[src/rtl/brlog_pkg.sv]
package brlog_pkg;
    localparam int ADDR_W    = 32;
    localparam int FLAG_W    = 32;
    localparam int PRIV_W    = 2;
    localparam int REC_W     = FLAG_W + 2 * ADDR_W;
    localparam int REC_BYTES = REC_W / 8;

    typedef struct packed {
        logic [FLAG_W-1:0] flags;
        logic [ADDR_W-1:0] dst;
        logic [ADDR_W-1:0] src;
    } rec_t;

    function automatic logic priv_masked(input logic [PRIV_W-1:0] priv,
                                         input logic skip_kernel,
                                         input logic skip_user);
        return (priv == '0) ? skip_kernel : skip_user;
    endfunction

    function automatic logic [FLAG_W-1:0] make_flags(input logic [PRIV_W-1:0] priv);
        logic [FLAG_W-1:0] f;
        f = '0;
        f[PRIV_W-1:0] = priv;
        return f;
    endfunction
endpackage

[src/rtl/brlog_filter.sv]
module brlog_filter
    import brlog_pkg::*;
(
    input  logic              accept,
    input  logic              enable,
    input  logic              skip_kernel,
    input  logic              skip_user,
    input  logic [PRIV_W-1:0] priv,
    input  logic [ADDR_W-1:0] src,
    input  logic [ADDR_W-1:0] dst,
    output logic              keep,
    output rec_t              rec
);
    always_comb begin
        keep      = accept && enable && !priv_masked(priv, skip_kernel, skip_user);
        rec.src   = src;
        rec.dst   = dst;
        rec.flags = make_flags(priv);
    end
endmodule

[src/rtl/brlog_index.sv]
module brlog_index
    import brlog_pkg::*;
(
    input  logic              clk,
    input  logic              rst,
    input  logic              keep,
    input  logic              irq_mode,
    input  logic [ADDR_W-1:0] base,
    input  logic [ADDR_W-1:0] limit,
    input  logic [ADDR_W-1:0] thresh,
    input  logic              idx_wr,
    input  logic [ADDR_W-1:0] idx_wdata,
    input  logic              irq_ack,
    output logic              wr_go,
    output logic [ADDR_W-1:0] wr_addr,
    output logic [ADDR_W-1:0] idx_q,
    output logic              irq_q,
    output logic              ovf_q
);
    localparam logic [ADDR_W:0] REC_EXT = (ADDR_W+1)'(REC_BYTES);

    logic [ADDR_W:0]   idx_end;
    logic              room;
    logic [ADDR_W-1:0] idx_nxt;
    logic              irq_set;
    logic              ovf_set;

    always_comb begin
        idx_end = {1'b0, idx_q} + REC_EXT;
        room    = idx_end <= {1'b0, limit};
        wr_go   = 1'b0;
        wr_addr = idx_q;
        idx_nxt = idx_q;
        irq_set = 1'b0;
        ovf_set = 1'b0;
        if (keep) begin
            if (room) begin
                wr_go   = 1'b1;
                wr_addr = idx_q;
                idx_nxt = idx_end[ADDR_W-1:0];
                irq_set = irq_mode && (idx_end[ADDR_W-1:0] >= thresh);
            end else if (irq_mode) begin
                ovf_set = 1'b1;
            end else begin
                wr_go   = 1'b1;
                wr_addr = base;
                idx_nxt = base + ADDR_W'(REC_BYTES);
            end
        end
    end

    always_ff @(posedge clk) begin
        if (rst) begin
            idx_q <= '0;
            irq_q <= 1'b0;
            ovf_q <= 1'b0;
        end else begin
            if (idx_wr) idx_q <= idx_wdata;
            else        idx_q <= idx_nxt;
            if (irq_set)      irq_q <= 1'b1;
            else if (irq_ack) irq_q <= 1'b0;
            if (ovf_set)      ovf_q <= 1'b1;
            else if (irq_ack) ovf_q <= 1'b0;
        end
    end

    assert_irq_sticky_R7: assert property (@(posedge clk) disable iff (rst)
        (irq_q && !irq_ack) |=> irq_q);
    assert_no_irq_circular_R6: assert property (@(posedge clk) disable iff (rst)
        $rose(irq_q) |-> $past(irq_mode));
    assert_ovf_sticky_R8: assert property (@(posedge clk) disable iff (rst)
        $fell(ovf_q) |-> $past(irq_ack));
    assert_drop_hold_R8: assert property (@(posedge clk) disable iff (rst)
        (ovf_set && !idx_wr) |=> $stable(idx_q));
endmodule

[src/rtl/brlog_port.sv]
module brlog_port
    import brlog_pkg::*;
(
    input  logic              clk,
    input  logic              rst,
    input  logic              load,
    input  logic [ADDR_W-1:0] load_addr,
    input  rec_t              load_rec,
    input  logic              mem_ready,
    output logic              can_take,
    output logic              mem_valid,
    output logic [ADDR_W-1:0] mem_addr,
    output rec_t              mem_rec
);
    always_comb can_take = !mem_valid || mem_ready;

    always_ff @(posedge clk) begin
        if (rst) begin
            mem_valid <= 1'b0;
            mem_addr  <= '0;
            mem_rec   <= '0;
        end else begin
            if (load) begin
                mem_valid <= 1'b1;
                mem_addr  <= load_addr;
                mem_rec   <= load_rec;
            end else if (mem_ready) begin
                mem_valid <= 1'b0;
            end
        end
    end

    assert_hold_R9: assert property (@(posedge clk) disable iff (rst)
        (mem_valid && !mem_ready) |=> (mem_valid && $stable(mem_addr) && $stable(mem_rec)));
endmodule

[src/rtl/brlog_writer.sv]
module brlog_writer
    import brlog_pkg::*;
(
    input  logic              clk,
    input  logic              rst,
    input  logic              ev_valid,
    output logic              ev_ready,
    input  logic [ADDR_W-1:0] ev_src,
    input  logic [ADDR_W-1:0] ev_dst,
    input  logic [PRIV_W-1:0] ev_priv,
    input  logic              cfg_enable,
    input  logic              cfg_skip_kernel,
    input  logic              cfg_skip_user,
    input  logic              cfg_irq_mode,
    input  logic [ADDR_W-1:0] buf_base,
    input  logic [ADDR_W-1:0] buf_limit,
    input  logic [ADDR_W-1:0] buf_thresh,
    input  logic              idx_wr,
    input  logic [ADDR_W-1:0] idx_wdata,
    input  logic              irq_ack,
    output logic [ADDR_W-1:0] idx_out,
    output logic              irq,
    output logic              overflow,
    output logic              mem_valid,
    input  logic              mem_ready,
    output logic [ADDR_W-1:0] mem_addr,
    output logic [REC_W-1:0]  mem_data
);
    logic              can_take;
    logic              accept;
    logic              keep;
    rec_t              rec;
    logic              wr_go;
    logic [ADDR_W-1:0] wr_addr;
    rec_t              mem_rec;

    always_comb begin
        ev_ready = can_take && !idx_wr;
        accept   = ev_valid && ev_ready;
        mem_data = mem_rec;
    end

    brlog_filter u_filter (
        .accept      (accept),
        .enable      (cfg_enable),
        .skip_kernel (cfg_skip_kernel),
        .skip_user   (cfg_skip_user),
        .priv        (ev_priv),
        .src         (ev_src),
        .dst         (ev_dst),
        .keep        (keep),
        .rec         (rec)
    );

    brlog_index u_index (
        .clk       (clk),
        .rst       (rst),
        .keep      (keep),
        .irq_mode  (cfg_irq_mode),
        .base      (buf_base),
        .limit     (buf_limit),
        .thresh    (buf_thresh),
        .idx_wr    (idx_wr),
        .idx_wdata (idx_wdata),
        .irq_ack   (irq_ack),
        .wr_go     (wr_go),
        .wr_addr   (wr_addr),
        .idx_q     (idx_out),
        .irq_q     (irq),
        .ovf_q     (overflow)
    );

    brlog_port u_port (
        .clk       (clk),
        .rst       (rst),
        .load      (wr_go),
        .load_addr (wr_addr),
        .load_rec  (rec),
        .mem_ready (mem_ready),
        .can_take  (can_take),
        .mem_valid (mem_valid),
        .mem_addr  (mem_addr),
        .mem_rec   (mem_rec)
    );

    assert_ignore_disabled_R2: assert property (@(posedge clk) disable iff (rst)
        (accept && !cfg_enable) |=> !mem_valid);
    assert_ignore_kernel_R3: assert property (@(posedge clk) disable iff (rst)
        (accept && ev_priv == '0 && cfg_skip_kernel) |=> !mem_valid);
    assert_idx_load_R10: assert property (@(posedge clk) disable iff (rst)
        idx_wr |=> (idx_out == $past(idx_wdata)));
endmodule

[config.mk]
export PLATFORM = sky130hd
export DESIGN_NAME = brlog_writer
export DESIGN_NICKNAME = d
export VERILOG_FILES = /design/src/rtl/brlog_pkg.sv /design/src/rtl/brlog_filter.sv /design/src/rtl/brlog_index.sv /design/src/rtl/brlog_port.sv /design/src/rtl/brlog_writer.sv
export SDC_FILE = /design/constraint.sdc
export NUM_CORES = 1
export LEC_CHECK = 0
export BUFFER_PORTS_ARGS = -buffer_cell sky130_fd_sc_hd__buf_2
export CAP_MARGIN = 20
export CORE_MARGIN = 5
export CORE_UTILIZATION = 48
export DETAILED_ROUTE_END_ITERATION = 6
export PLACE_DENSITY_LB_ADDON = 0.25
export SKIP_LAST_GASP = 1
export SLEW_MARGIN = 20
export SYNTH_ARGS = -nofsm -noshare
export SYNTH_HDL_FRONTEND = slang
export SYNTH_SLANG_ARGS = --single-unit
export TNS_END_PERCENT = 100
[constraint.sdc]
create_clock -name clk -period 11 [get_ports clk]
set_input_delay 0.55 -clock clk [delete_from_list [all_inputs] [get_ports clk]]
set_output_delay 0.55 -clock clk [all_outputs]
set_load 0.005 [all_outputs]
==> metrics <==
clock-pin slew on the worst setup and hold paths 0.07 ns; Layout fillers 1670; Top delay family on crit path compound AO/OA/AOI/OAI gates; Met3 Wirelength 2674 um; Top-Level Pins 368; FF+latch count, synth 133; Worst Tran Pin Value 1.078 ns; top post-synthesis cells by area dfxtp_1 (31%), ha_1 (9.5%), nand2_1 (7.5%); vias per inst 5.384; Setup crit end kind flop; final instance area 10910 um^2; CP cell instances inv_1 -> ha_1 -> nand3b_4 -> or3_4 -> nor2_1 -> nand3_1 -> xor2_1 -> inv_1 -> ha_1 -> a211oi_1 -> o31ai_1 -> a2111oi_1 -> nand2_1 -> o32ai_4 -> o21a_4 -> buf_4 -> o211ai_1 -> a221oi_1; CTS tree built; Mapped Avg Cell Area 7.802 um^2; Max-Cap Viols 0; area delta synth->final 25.26%; most common cell in the synthesized netlist nand2_1; RSZ-0062 raised after global routing false; Final Max Slew Viols 0; Global Route Usage Sum 0.2719; vias in the first global route 8361; # clock sinks 133; maximum root-to-sink buffer count 2; CP required 11.32 ns; H-tree depth 4; number of buffers created by CTS 17; ys async rst share 0; Max Used Layer met5; routed vias 8905; run status finished, final reports clean; Hold-fix buffers, CTS 0; Final WS setup 5.187 ns; Net Sw Frac 0.2884; Comb power frac 0.167; VDD IR-drop max 0.0001261 V; row cnt 49; Crit Path Class flop to flop; core footprint 17900 um^2; Yosys cell types 68; total chip power 1.363 mW; Syn Inst Count 1116; switching power 0.3931 mW; FMAX 172.0 MHz; Initial Util 0.4864; Top FF cell, synth dfxtp_1; Layout Nets 1681; Synth Warn # 0; met2 wire length 14120 um; DR pass1 iterations 7; Clock Power Share 0.450; post-synthesis sequential area ratio 0.3058; Post-synth EDFFs 0; final wirelength 29900 um; Die W 144.7 um; Lkg Pwr 5.347 nW; largest net degree at the start of global routing 97; post-cts sizing count 0; Worst-Skew Late Latency 0.43 ns; r2r setup slk 5.19 ns; Arr. time, crit path 6.13 ns; Seq pwr share 0.383; Post-Place Worst Slack 5.224 ns; final setup fails 0; slowest stage cell on the critical path buf_4; synth cell count leaders nand2_1 (175), dfxtp_1 (133), a21oi_1 (109), inv_1 (99), nor2_1 (78); first-pass GRT wire length 44740 um; placed inst area 10280 um^2; Max stage delay on crit path 0.81 ns; Pint 0.9697 mW; Syn Std Cell Area 8707 um^2; Pwr Density 124.9 nW/um^2; Critical Path Source Type flop; post-DP HPWL 22560 um; DRT iter0 DRCs 611; CP bufs+invs 3; post-detailed-route count of antenna-violating nets 0; GPL Wtd Cong 0.9262; die height 144.7 um; Hold Crit Class input pin to flop; Final Hold Fails 0; GR Overflow Total 0; postcts setup bufs 0; Min Clock Period, post-route 5.813 ns; fraction of post-synthesis cell area in the top cell type by area 0.3058; initial antenna violation count 2; Clock Skew 0.01345 ns; crit-path max FO 82; fin util 0.6092; wl on met1 12220 um; ratio of final minimum period to clock period 0.5285; Root Driver clkbuf_16; setup_tns 0 ns; Post-route DRC 0; average routed wire per standard cell 18.07 um; die area 20930 um^2; worst relative slew slack 0.2811; Synth area leader dfxtp_1; Port Buffers 337; layout cell share with drive strength beyond 1 0.2760
## final cells by class
type                            instances  area [um^2]  share of cell area
Multi-Input combinational cell        816         5216              0.4783
Tap cell                              229        286.5             0.02627
Inverter                               99        371.6             0.03407
Clock buffer                           18        439.2             0.04027
Clock inverter                         14        186.4             0.01709
Antenna cell                            1        2.502           0.0002294
Timing Repair Buffer                  344         1742              0.1597
Sequential cell                       133         2663              0.2441
## cells in the final DEF, fill, tap and decap left out, types with 8 or more instances in the layout
| cell | Yosys | layout |
|---|---|---|
| nand3_1 | 21 | 21 |
| a21oi_1 | 109 | 109 |
| mux2i_1 | 40 | 40 |
| nor3_1 | 10 | 10 |
| xor2_1 | 19 | 19 |
| a211oi_1 | 35 | 35 |
| inv_1 | 99 | 99 |
| xnor2_1 | 34 | 34 |
| nor2_1 | 78 | 78 |
| buf_4 | 33 | 8 |
| o21ai_1 | 10 | 10 |
| conb_1 | 1 | 30 |
| a21o_1 | 20 | 20 |
| nand2b_1 | 10 | 10 |
| o211ai_1 | 8 | 8 |
| nor4_1 | 9 | 9 |
| clkbuf_16 | 0 | 17 |
| nand2_1 | 175 | 175 |
| ha_1 | 66 | 66 |
| a221oi_1 | 13 | 13 |
| nand4_1 | 23 | 23 |
| dfxtp_1 | 133 | 133 |
| o21ai_0 | 13 | 13 |
| buf_2 | 26 | 336 |
## final timing paths
kind / start / endpoint / depth (start not counted)
hold / removal: ev_src[2] / u_port.mem_rec[2]$_SDFFE_PP0P_ / 3
setup / recovery: u_index.idx_q[2]$_SDFFE_PP0P_ / u_index.idx_q[14]$_SDFFE_PP0P_ / 18
setup reg to reg: u_index.idx_q[2]$_SDFFE_PP0P_ / u_index.idx_q[14]$_SDFFE_PP0P_ / 18
hold reg to reg: u_port.mem_rec[8]$_SDFFE_PP0P_ / u_port.mem_rec[8]$_SDFFE_PP0P_ / 2
## through the flow
step	hold WS, ns	instances
after CTS	0.3430	1653
after floorplan	0.4527	1145
after global placement	0.4385	1621
after global routing	0.3462	1653
after detailed placement	0.4430	1621
final	0.3518	1654
## worst min-delay path: cells and delay by family
family	cells	cell delay, ns
buffers and inverters	1	0.09
AOI/OAI and AO/OA	1	0.05
and+or+nand+nor	1	0.04
## metal layers
metal | global-route usage | vias up
met2 | 0.4326 | 386
met4 | 0.09573 | 4
met1 | 0.3582 | 4095
met5 | 0 | -
li1 | - | 4362
met3 | 0.07098 | 58
## cells by family after synthesis
kind of cell               after synthesis  share of synthesized area
and+or+nand+nor                        381                     0.2064
AOI/OAI and AO/OA                      243                     0.1793
buffers and inverters                  196                     0.1101
DFF                                    133                     0.3058
adders and majority gates               66                    0.09484
xor gates and xnor gates                53                    0.05331
muxes                                   43                    0.04986
other                                    1                  0.0004307
## power by group through the flow
stage	Clock (mW)	Sequential [mW]	Combinational (mW)
2_1_floorplan	0	0.526	0.139
3_3_place_gp	0	0.530	0.224
3_5_place_dp	0	0.531	0.226
4_1_cts	0.620	0.521	0.227
5_1_grt	0.642	0.523	0.256
6_report	0.613	0.521	0.228
## flip-flops by register name, summed over array words and instances, names as in the netlist
| name | cells |
|---|---|
| u_index.ovf_q | 1 |
| u_port.mem_valid | 1 |
| u_index.irq_q | 1 |
| u_index.idx_q | 32 |
| u_port.mem_addr | 32 |
| u_port.mem_rec | 66 |
(Power assumes the default switching activity.)
